==> src/rtl/dchan_pkg.sv <==
package dchan_pkg;

    localparam int NCH_DEF   = 16;
    localparam int REG_W_DEF = 32;
    localparam int CNT_W_DEF = 4;

    typedef enum logic [1:0] {
        CH_IDLE  = 2'd0,
        CH_RUN   = 2'd1,
        CH_DRAIN = 2'd2
    } ch_st_e;

    typedef struct packed {
        ch_st_e st;
        logic   dis_pend;
        logic   ctl_q;
    } slot_reg_t;

    localparam slot_reg_t SLOT_RST = '{st: CH_IDLE, dis_pend: 1'b0, ctl_q: 1'b0};

    function automatic logic st_live(input ch_st_e s);
        return (s == CH_RUN) || (s == CH_DRAIN);
    endfunction

endpackage

==> src/rtl/dchan_wr_decode.sv <==
module dchan_wr_decode #(
    parameter int NCH   = dchan_pkg::NCH_DEF,
    parameter int REG_W = dchan_pkg::REG_W_DEF
) (
    input  logic             wr,
    input  logic [REG_W-1:0] wdata,
    output logic [NCH-1:0]   bits
);
    // Reserved upper bits are dropped here.
    logic unused_hi;
    assign unused_hi = ^wdata[REG_W-1:NCH];

    always_comb begin
        bits = wr ? wdata[NCH-1:0] : '0;
    end
endmodule

==> src/rtl/dchan_txn_ctr.sv <==
module dchan_txn_ctr #(
    parameter int CNT_W = dchan_pkg::CNT_W_DEF
) (
    input  logic             clk,
    input  logic             rst,
    input  logic             inc,
    input  logic             dec,
    output logic [CNT_W-1:0] cnt,
    output logic [CNT_W-1:0] cnt_nxt,
    output logic             full,
    output logic             zero
);
    localparam logic [CNT_W-1:0] MAXV = '1;
    localparam logic [CNT_W-1:0] ONE  = CNT_W'(1);

    logic dec_ok;

    assign zero   = (cnt == '0);
    assign full   = (cnt == MAXV);
    assign dec_ok = dec && !zero;

    always_comb begin
        unique case ({inc, dec_ok})
            2'b10:   cnt_nxt = cnt + ONE;
            2'b01:   cnt_nxt = cnt - ONE;
            default: cnt_nxt = cnt;
        endcase
    end

    always_ff @(posedge clk) begin
        if (rst) cnt <= '0;
        else     cnt <= cnt_nxt;
    end

    AST_NO_WRAP: assert property (@(posedge clk) disable iff (rst)
        inc |-> !full) else $error("counter increment at limit");

    AST_STEP_ONE: assert property (@(posedge clk) disable iff (rst)
        (!inc && !dec) |=> $stable(cnt)) else $error("counter moved without cause");
endmodule

==> src/rtl/dchan_slot.sv <==
module dchan_slot
    import dchan_pkg::*;
#(
    parameter int CNT_W = CNT_W_DEF
) (
    input  logic clk,
    input  logic rst,
    input  logic en_set,
    input  logic dis_set,
    input  logic ctl_act,
    input  logic req,
    input  logic txn_done,
    input  logic task_done,
    output logic issue,
    output logic live,
    output logic dis_pend
);
    slot_reg_t        r_q, r_d;
    logic [CNT_W-1:0] cnt, cnt_nxt;
    logic             full, zero;
    logic             running, ctl_fall, stop_req, empty_nxt;

    assign running   = (r_q.st == CH_RUN);
    assign ctl_fall  = r_q.ctl_q && !ctl_act;
    assign stop_req  = dis_set || task_done || ctl_fall;
    assign issue     = req && running && !full;
    assign empty_nxt = (cnt_nxt == '0);

    dchan_txn_ctr #(.CNT_W(CNT_W)) u_ctr (
        .clk     (clk),
        .rst     (rst),
        .inc     (issue),
        .dec     (txn_done),
        .cnt     (cnt),
        .cnt_nxt (cnt_nxt),
        .full    (full),
        .zero    (zero)
    );

    always_comb begin
        r_d       = r_q;
        r_d.ctl_q = ctl_act;
        unique case (r_q.st)
            CH_IDLE: begin
                r_d.dis_pend = 1'b0;
                if (en_set && !dis_set) r_d.st = CH_RUN;
            end
            CH_RUN: begin
                if (stop_req) begin
                    if (empty_nxt) begin
                        r_d.st       = CH_IDLE;
                        r_d.dis_pend = 1'b0;
                    end else begin
                        r_d.st       = CH_DRAIN;
                        r_d.dis_pend = dis_set;
                    end
                end
            end
            CH_DRAIN: begin
                if (empty_nxt) begin
                    r_d.st       = CH_IDLE;
                    r_d.dis_pend = 1'b0;
                end else begin
                    r_d.dis_pend = r_q.dis_pend || dis_set;
                end
            end
            default: begin
                r_d.st       = CH_IDLE;
                r_d.dis_pend = 1'b0;
            end
        endcase
    end

    always_ff @(posedge clk) begin
        if (rst) r_q <= SLOT_RST;
        else     r_q <= r_d;
    end

    assign live     = st_live(r_q.st);
    assign dis_pend = r_q.dis_pend;

    AST_EN_STARTS: assert property (@(posedge clk) disable iff (rst)
        (r_q.st == CH_IDLE && en_set && !dis_set) |=> live) else $error("enable did not start channel");

    AST_IDLE_DIS_NOP: assert property (@(posedge clk) disable iff (rst)
        (r_q.st == CH_IDLE && dis_set) |=> !live) else $error("disable woke idle channel");

    AST_DRAIN_HAS_PEND: assert property (@(posedge clk) disable iff (rst)
        (r_q.st == CH_DRAIN) |-> !zero) else $error("draining with nothing open");

    AST_FLAG_IN_DRAIN: assert property (@(posedge clk) disable iff (rst)
        dis_pend |-> (r_q.st == CH_DRAIN)) else $error("disable flag outside drain");

    AST_NO_ISSUE_IDLE: assert property (@(posedge clk) disable iff (rst)
        !live |-> !issue) else $error("issue while idle");

    AST_NO_ISSUE_DRAIN: assert property (@(posedge clk) disable iff (rst)
        (r_q.st == CH_DRAIN) |-> !issue) else $error("issue while draining");

    AST_DIS_WINS: assert property (@(posedge clk) disable iff (rst)
        (r_q.st == CH_IDLE && en_set && dis_set) |=> !live) else $error("enable beat disable");

    AST_TASK_NO_FLAG: assert property (@(posedge clk) disable iff (rst)
        (running && task_done && !dis_set) |=> !dis_pend) else $error("task end raised disable flag");

    AST_CTL_FALL_STOPS: assert property (@(posedge clk) disable iff (rst)
        (running && ctl_fall) |=> (r_q.st != CH_RUN)) else $error("control bit fall ignored");

    AST_DRAIN_NO_RESTART: assert property (@(posedge clk) disable iff (rst)
        (r_q.st == CH_DRAIN) |=> (r_q.st != CH_RUN)) else $error("drain returned to run");
endmodule

==> src/rtl/dma_chan_ctl.sv <==
module dma_chan_ctl
    import dchan_pkg::*;
#(
    parameter int NCH   = NCH_DEF,
    parameter int REG_W = REG_W_DEF,
    parameter int CNT_W = CNT_W_DEF
) (
    input  logic             clk,
    input  logic             rst,
    input  logic             en_wr,
    input  logic [REG_W-1:0] en_wdata,
    input  logic             dis_wr,
    input  logic [REG_W-1:0] dis_wdata,
    input  logic [NCH-1:0]   ctl_act,
    input  logic [NCH-1:0]   req,
    input  logic [NCH-1:0]   txn_done,
    input  logic [NCH-1:0]   task_done,
    output logic [NCH-1:0]   issue,
    output logic [NCH-1:0]   act_stat,
    output logic [NCH-1:0]   dis_stat
);
    logic [NCH-1:0] en_bits, dis_bits;

    dchan_wr_decode #(.NCH(NCH), .REG_W(REG_W)) u_en_dec (
        .wr    (en_wr),
        .wdata (en_wdata),
        .bits  (en_bits)
    );

    dchan_wr_decode #(.NCH(NCH), .REG_W(REG_W)) u_dis_dec (
        .wr    (dis_wr),
        .wdata (dis_wdata),
        .bits  (dis_bits)
    );

    for (genvar g = 0; g < NCH; g++) begin : g_ch
        dchan_slot #(.CNT_W(CNT_W)) u_slot (
            .clk       (clk),
            .rst       (rst),
            .en_set    (en_bits[g]),
            .dis_set   (dis_bits[g]),
            .ctl_act   (ctl_act[g]),
            .req       (req[g]),
            .txn_done  (txn_done[g]),
            .task_done (task_done[g]),
            .issue     (issue[g]),
            .live      (act_stat[g]),
            .dis_pend  (dis_stat[g])
        );
    end

    AST_RESET_CLEAR: assert property (@(posedge clk)
        rst |=> (act_stat == '0 && dis_stat == '0)) else $error("reset left state");

    AST_FLAG_SUBSET: assert property (@(posedge clk) disable iff (rst)
        (dis_stat & ~act_stat) == '0) else $error("flag on inactive channel");
endmodule

==> config.mk <==
export PLATFORM = sky130hd
export DESIGN_NAME = dma_chan_ctl
export DESIGN_NICKNAME = d
export VERILOG_FILES = /design/src/rtl/dchan_pkg.sv /design/src/rtl/dchan_wr_decode.sv /design/src/rtl/dchan_txn_ctr.sv /design/src/rtl/dchan_slot.sv /design/src/rtl/dma_chan_ctl.sv
export SDC_FILE = /design/constraint.sdc
export NUM_CORES = 1
export LEC_CHECK = 0
export BUFFER_PORTS_ARGS = -buffer_cell sky130_fd_sc_hd__clkbuf_2
export CAP_MARGIN = 20
export CORE_MARGIN = 2
export CORE_UTILIZATION = 53
export CTS_CLUSTER_SIZE = 16
export DETAILED_ROUTE_END_ITERATION = 7
export PLACE_DENSITY = 0.79
export SETUP_SLACK_MARGIN = 0.5
export SKIP_LAST_GASP = 1
export SYNTH_ARGS = -nofsm -noshare
export SYNTH_HDL_FRONTEND = slang
export SYNTH_HIERARCHICAL = 1
export SYNTH_SLANG_ARGS = --single-unit
==> constraint.sdc <==
create_clock -name clk -period 7.5 [get_ports clk]
set_input_delay 1.5 -clock clk [delete_from_list [all_inputs] [get_ports clk]]
set_output_delay 1.5 -clock clk [all_outputs]
set_load 0.03 [all_outputs]
==> results.toml, run 1 <==
[outcome]
status = "finished, final reports clean"

[critical_path]
cp-end-kind = "register"
cp-start-kind = "primary input"
arrival_ps = 4330
r2r_slack_ps = 4000
r2r-start = "g_ch[9].u_slot/r_q[3]"
reg2reg_depth = 14
cp.required_ps = 7830
rr_endpoint = "g_ch[9].u_slot/r_q[2]"
criticalPathCategory = "primary input to register"
cp_max_fo = 4

[cts]
cts_buffers = 17
root_buffer = "clkbuf_16"
clk_pin_slew_worst_paths_ps = 60
cts_hold_buf = 0
post_cts.repair.setup_buffers = 0
cts_max_path_buffers = 2
cts.repair.resized = 0
htreeDepth = 4
clock_sinks = 128
insertion_delay_ps = 420
cts_tree = "done"

[timing]
slew-limit-headroom_pct = 52.06
layout_min_cycle_time_ps = 3997
rsz0062_at_grt = "false"
setup_tns_ps = 0
drv_slew = 0
worstMarginPinSlew_ps = 719.1
max_freq_mhz = 250.2
fin_crit_sh_pct = 53.29
setup_slack_ps = 3503
setup_viol = 0
final_hold_viol_count = 0
fin_skew_ps = 7.217

[final_layout]
area_growth_pct = 17.06
final_common_cell = "clkbuf_2"
regArea_um2 = 2562
final_nets = 1436
multi_input_area_um2 = 6256
nFillCells = 1442
drive_gt1_share_pct = 21.28
n_antenna_cell = 0
layout_common_cells = "clkbuf_2, dfxtp_1, nor2b_1, ha_1, inv_1"

[routing]
route.detailed.wl_per_inst_um = 13.22
remaining_drc_errors = 0
num_vias = 7295
drt-vias-per-instance = 5.159
antenna_left = 0
first_pass_iters = 6
dr.first_iter.drc_count = 236
drt_wl_total_um = 18690

[grt]
track_usage_pct = 20.83
overflow = 0
first_global_vias = 7132
antenna_found_initial = 0
grt_pass1_wl_um = 31700
grt_max_degree = 72

[worst_hold_path]
hold_depth = 2
min_to = "g_ch[6].u_slot/dis_pend"
hold_class = "register to register"
hp-start = "g_ch[6].u_slot/dis_pend"

[run]
maxCapViolCount = 0

[synth]
synth_seq_cells = 128
syn_area_um2 = 9261
syn_nets = 1286
synth.distinct_cells = 29
synth_seq_area_share_pct = 27.67
yosys.area.top_type_share_pct = 27.67
avgSynthCellArea_um2 = 9.027
synth_warnings = 6
synthCells = 1026
synth_area_leaders = "dfxtp_1, ha_1, nor2b_1, mux2i_1, inv_1"
yosysTopAreaCell = "dfxtp_1"

[floorplanning]
core_um2 = 17180
die-width_um = 136.2
rows = 48
io_pins = 180
die_h_um = 136.2
fp.dieArea_um2 = 18550
start_util_pct = 53.92

[place]
port_buffers = 147
dp_slack_ps = 3123
place_hpwl_um = 14130
finalWeightedCongestion = 0.8298

[power]
p_leak_nw = 5.136
peakVddDrop_mv = 0.1970
p_per_area_nw_per_um2 = 358.6
==> cell usage after synthesis <==
cell type and number:
a21o_1 32, xnor2_1 32, nand2b_1 32, xor2_1 16
buf_6 2, nor2_1 80, ha_1 112, a21oi_1 16
a211oi_1 16, a221o_1 16, a21oi_2 16, nor4_1 16
o21ai_0 16, dfxtp_1 128, fa_1 16, mux2_1 16
and2_2 24, nor4b_1 16, inv_1 96, mux2i_1 48
and2b_1 16, nand2_1 48, nand3b_1 16, nor2b_1 112
or4_4 16, nor3_1 32, and2_1 8, clkbuf_1 16
a211oi_2 16
==> layer usage <==
layer / track usage (%) / wire, µm / up-vias
li1: - / - / 3777
met1: 26.02 / 8784 / 3364
met2: 35.54 / 8782 / 132
met3: 4.996 / 900 / 22
met4: 6.250 / 224 / 0
met5: 0 / 0 / -
==> state kept, by name, summed over array words and instances (netlist names) <==
register	flops
g_ch.u_slot/u_ctr/cnt	64
g_ch.u_slot/r_q	48
g_ch.u_slot/dis_pend	16
==> worst max-delay path, stage by stage <==
cell and delay [ps]:
clkbuf_2 90, nand2_1 50, nor2_1 180, inv_1 70, ha_1 240, ha_1 300, a21o_1 190, a21oi_2 160
mux2i_1 290, xnor2_1 100, or4_4 500, a221o_1 410, a211oi_2 240
==> cell type report <==
class,instances,area share (%)
Clock buffer,18,4.051
Clock inverter,14,1.743
Inverter,96,3.324
Multi-Input combinational cell,784,57.70
Sequential cell,128,23.64
Tap cell,225,2.597
Timing Repair Buffer,149,6.948
==> where the power goes <==
| group | internal (mW) | switching (mW) | total (mW) |
|---|---|---|---|
| Sequential | 0.817 | 0.134 | 0.951 |
| Combinational | 0.945 | 1.11 | 2.06 |
| Clock | 0.564 | 0.314 | 0.878 |
| Total | 2.33 | 1.56 | 3.89 |
==> through the flow <==
| stage | power [mW] | cells | utilization, % | hold slack [ps] | cell area (µm²) |
|---|---|---|---|---|---|
| 2_1_floorplan | 2.613 | 1026 | - | 484.0 | 9261 |
| 3_3_place_gp | 2.951 | 1382 | 59.46 | 478.9 | 10210 |
| 3_5_place_dp | 3.009 | 1382 | 59.46 | 478.9 | 10210 |
| 4_1_cts | 3.911 | 1414 | 63.12 | 493.8 | 10840 |
| 5_1_grt | 4.187 | 1414 | 63.12 | 515.5 | 10840 |
| 6_report | 3.888 | 1414 | 63.12 | 488.8 | 10840 |
==> cell families (layout without fill, tap and decap cells) <==
| kind of cell | count (synthesis) | in the layout | synth area share [%] |
|---|---|---|---|
| adder cells (fa/ha/maj) | 128 | 128 | 18.59 |
| flip-flops | 128 | 128 | 27.67 |
| buffers and inverters | 114 | 277 | 4.783 |
| AO/OA/AOI/OAI | 128 | 128 | 11.02 |
| AND/OR/NAND/NOR | 416 | 416 | 26.26 |
| multiplexers | 64 | 64 | 7.133 |
| XOR/XNOR | 48 | 48 | 4.539 |
==> worst max path at each step <==
stage	start	endpoint	slack, ps
after floorplan	req[0]	g_ch[0].u_slot/r_q[2]	3090
after global placement	req[9]	g_ch[9].u_slot/r_q[2]	3170
after detailed placement	req[9]	g_ch[9].u_slot/r_q[2]	3120
after CTS	req[9]	g_ch[9].u_slot/r_q[2]	3540
after global routing	req[9]	g_ch[9].u_slot/r_q[2]	3390
final	req[9]	g_ch[9].u_slot/r_q[2]	3500
Note: power is estimated with default switching activity, not from simulation.
==> run 2: changes to the inputs <==
- ABC_AREA: not set -> 1
- CORE_UTILIZATION: 53 -> 52
- PLACE_DENSITY: 0.79 -> 0.8
- clock period: 7.5 -> 3.4 ns (I/O delays scaled with it)
==> results.toml, run 2 <==
[grt]
overflow = 0
first_global_vias = 8235
grt_pass1_wl_um = 34340
track_usage_pct = 20.28
antenna_found_initial = 1
grt_max_degree = 54

[synth]
synth_warnings = 6
synthCells = 1524
synth_seq_area_share_pct = 25.63
syn_area_um2 = 9997
synth_xor_area_share_pct = 1.402
synthMuxAreaShare_pct = 0
yosys.area_share.adder_pct = 17.22
synth_top_family_by_area = "simple AND/OR/NAND/NOR gates"
yosysTopAreaCell = "dfxtp_1"
synth.distinct_cells = 21
synth_simple_gate_area_share_pct = 39.10
yosysMostFrequentCell = "nand2_1"
synth-compound-area-share_pct = 4.606
async_flop_share_pct = 0
synth_edf_count = 0
synth_ff_type = "dfxtp_1"
synth_area_leaders = "dfxtp_1, nand2_1, ha_1, inv_1, nor2_1"
synth_seq_cells = 128
synth_common_cells = "nand2_1, inv_1, nor2_1"
yosys.area.top_type_share_pct = 25.63
avgSynthCellArea_um2 = 6.560
syn_nets = 1784

[power]
power_switching_mw = 5.071
comb_power_share_pct = 59.6
peakVddDrop_mv = 0.4874
power_frac_clock_pct = 18.2
p_leak_nw = 6.454
p_per_area_nw_per_um2 = 901.7
intPower_mw = 5.559
swShare_pct = 47.70
p_seq_share_pct = 22.2

[worst_hold_path]
min_to = "g_ch[0].u_slot/r_q[0]"
hold_depth = 3
hold_class = "primary input to register"
hp-start = "ctl_act[0]"

[cts]
clock_sinks = 128
cts_buffers = 17
post_cts.repair.setup_buffers = 0
cts_max_path_buffers = 2
cts_tree = "done"
root_buffer = "clkbuf_16"
insertion_delay_ps = 420
clk_pin_slew_worst_paths_ps = 60
htreeDepth = 4
cts_hold_buf = 0

[final_layout]
final_common_cell = "nand2_1"
largest_register = "g_ch.u_slot/u_ctr/cnt"
area_growth_pct = 17.91
layout_common_cells = "nand2_1, inv_1, nor2_1"
n_antenna_cell = 0
drive_gt1_share_pct = 20.40
final_nets = 1948
largest_reg_flops = 64

[critical_path]
critPathTopFamily = "simple AND/OR/NAND/NOR gates"
criticalPathCategory = "register to register"
r2r_slack_ps = 710
reg2reg_depth = 19
cp_num_buf_inv = 3
slowest_delay_ps = 330
cp-start-kind = "register"
arrival_ps = 3040
crit_chain = "inv_1 -> ha_2 -> nand2_1 -> nor2_1 -> inv_1 -> ha_1 -> ha_1 -> or2_1 -> nand3_1 -> nand3_2 -> nand2_2 -> inv_1 -> nor2_2 -> nand2_1 -> nand2_2 -> nand3_2 -> nand2_1 -> nand2_1 -> nor2_1"
cp_max_fo = 4
cp-end-kind = "register"
cp_common_cell = "nand2_1"
cpMaxStageDelayCell = "dfxtp_1"
r2r-start = "g_ch[1].u_slot/r_q[3]"
cp.required_ps = 3750
rr_endpoint = "g_ch[1].u_slot/r_q[3]"

[floorplanning]
core_um2 = 18770
fp.dieArea_um2 = 20350
io_pins = 180
die_h_um = 142.7
rows = 50
start_util_pct = 53.27
die-width_um = 142.7

[routing]
first_pass_iters = 5
route.detailed.wl_per_inst_um = 10.51
num_vias = 9143
antenna_left = 0
remaining_drc_errors = 0
drt_wl_total_um = 20340
dr.first_iter.drc_count = 296
drt-vias-per-instance = 4.725

[timing]
setup_slack_ps = 713.1
slew-limit-headroom_pct = 56.16
final_hold_viol_count = 0
worstMarginPinSlew_ps = 657.6
setup_viol = 0
setup_tns_ps = 0
fin_crit_sh_pct = 79.03
fin_skew_ps = 9.338
layout_min_cycle_time_ps = 2687
drv_slew = 0
rsz0062_at_grt = "false"
max_freq_mhz = 372.2

[run]
maxCapViolCount = 0

[place]
dp_slack_ps = 559.2
place_hpwl_um = 15780
finalWeightedCongestion = 0.8708
port_buffers = 147

[outcome]
status = "finished, final reports clean"
==> run 2: worst register-to-register path, cell delays in order, from the launching register on <==
cell,delay [ps]
dfxtp_1,330
inv_1,110
ha_2,210
nand2_1,60
nor2_1,110
inv_1,60
ha_1,240
ha_1,310
or2_1,230
nand3_1,100
nand3_2,80
nand2_2,70
inv_1,50
nor2_2,130
nand2_1,110
nand2_2,70
nand3_2,90
nand2_1,100
nand2_1,50
nor2_1,80
==> run 2: kinds of logic after synthesis <==
kind of cell               count (synthesis)
and+or+nand+nor                          864
DFF                                      128
AOI/OAI and AO/OA                         80
buffers and inverters                    308
adders and majority gates                128
xor gates and xnor gates                  16
==> run 2: worst max-delay path by stage <==
stage / endpoint / from / cells past startpoint / slack [ps]
6_report: g_ch[1].u_slot/r_q[3] / g_ch[1].u_slot/r_q[3] / 19 / 710
5_1_grt: g_ch[13].u_slot/r_q[2] / g_ch[13].u_slot/u_ctr/cnt[0] / 17 / 450
4_1_cts: g_ch[8].u_slot/r_q[2] / g_ch[8].u_slot/r_q[3] / 19 / 660
3_5_place_dp: g_ch[10].u_slot/r_q[2] / req[10] / 18 / 560
3_3_place_gp: g_ch[10].u_slot/r_q[2] / req[10] / 17 / 620
2_1_floorplan: g_ch[5].u_slot/r_q[2] / req[5] / 16 / 500
==> run 2: stage by stage <==
| step | hold slack (ps) | cells | total power, mW | util [%] | cell area (µm²) |
|---|---|---|---|---|---|
| final | 474.3 | 1935 | 10.63 | 62.81 | 11790 |
| after global routing | 462.0 | 1935 | 11.78 | 62.81 | 11790 |
| after CTS | 452.4 | 1935 | 10.56 | 61.93 | 11620 |
| after detailed placement | 471.4 | 1903 | 8.539 | 58.57 | 10990 |
| after global placement | 466.5 | 1903 | 8.331 | 58.57 | 10990 |
| after floorplan | 478.1 | 1524 | 7.398 | - | 9997 |
==> run 2: power groups by stage <==
| stage | Combinational (mW) | Sequential, mW | Clock, mW |
|---|---|---|---|
| after floorplan | 5.09 | 2.31 | 0 |
| after global placement | 5.98 | 2.35 | 0 |
| after detailed placement | 6.17 | 2.37 | 0 |
| after CTS | 6.23 | 2.34 | 1.99 |
| after global routing | 7.29 | 2.43 | 2.06 |
| final | 6.33 | 2.36 | 1.94 |
==> run 2: layer usage <==
layer	up-vias	wire length, µm	GRT usage (%)
met1	4000	9538	24.69
met2	162	9546	35.91
met5	-	0	0
li1	4965	-	-
met3	16	995	4.292
met4	0	263	6.149
==> run 2: area by class of cell <==
cell class	instances	area (µm²)
Clock buffer	19	442.9
Clock inverter	13	186.4
Fill cell	1690	6980
Inverter	304	1141
Multi-Input combinational cell	1088	6396
Sequential cell	128	2562
Tap cell	234	292.8
Timing Repair Buffer	149	765.7
==> run 2: timing repair <==
item,CTS,global route
gates resized for setup,0,43
endpoints found under the setup margin,0,38
hold endpoints to repair,0,0
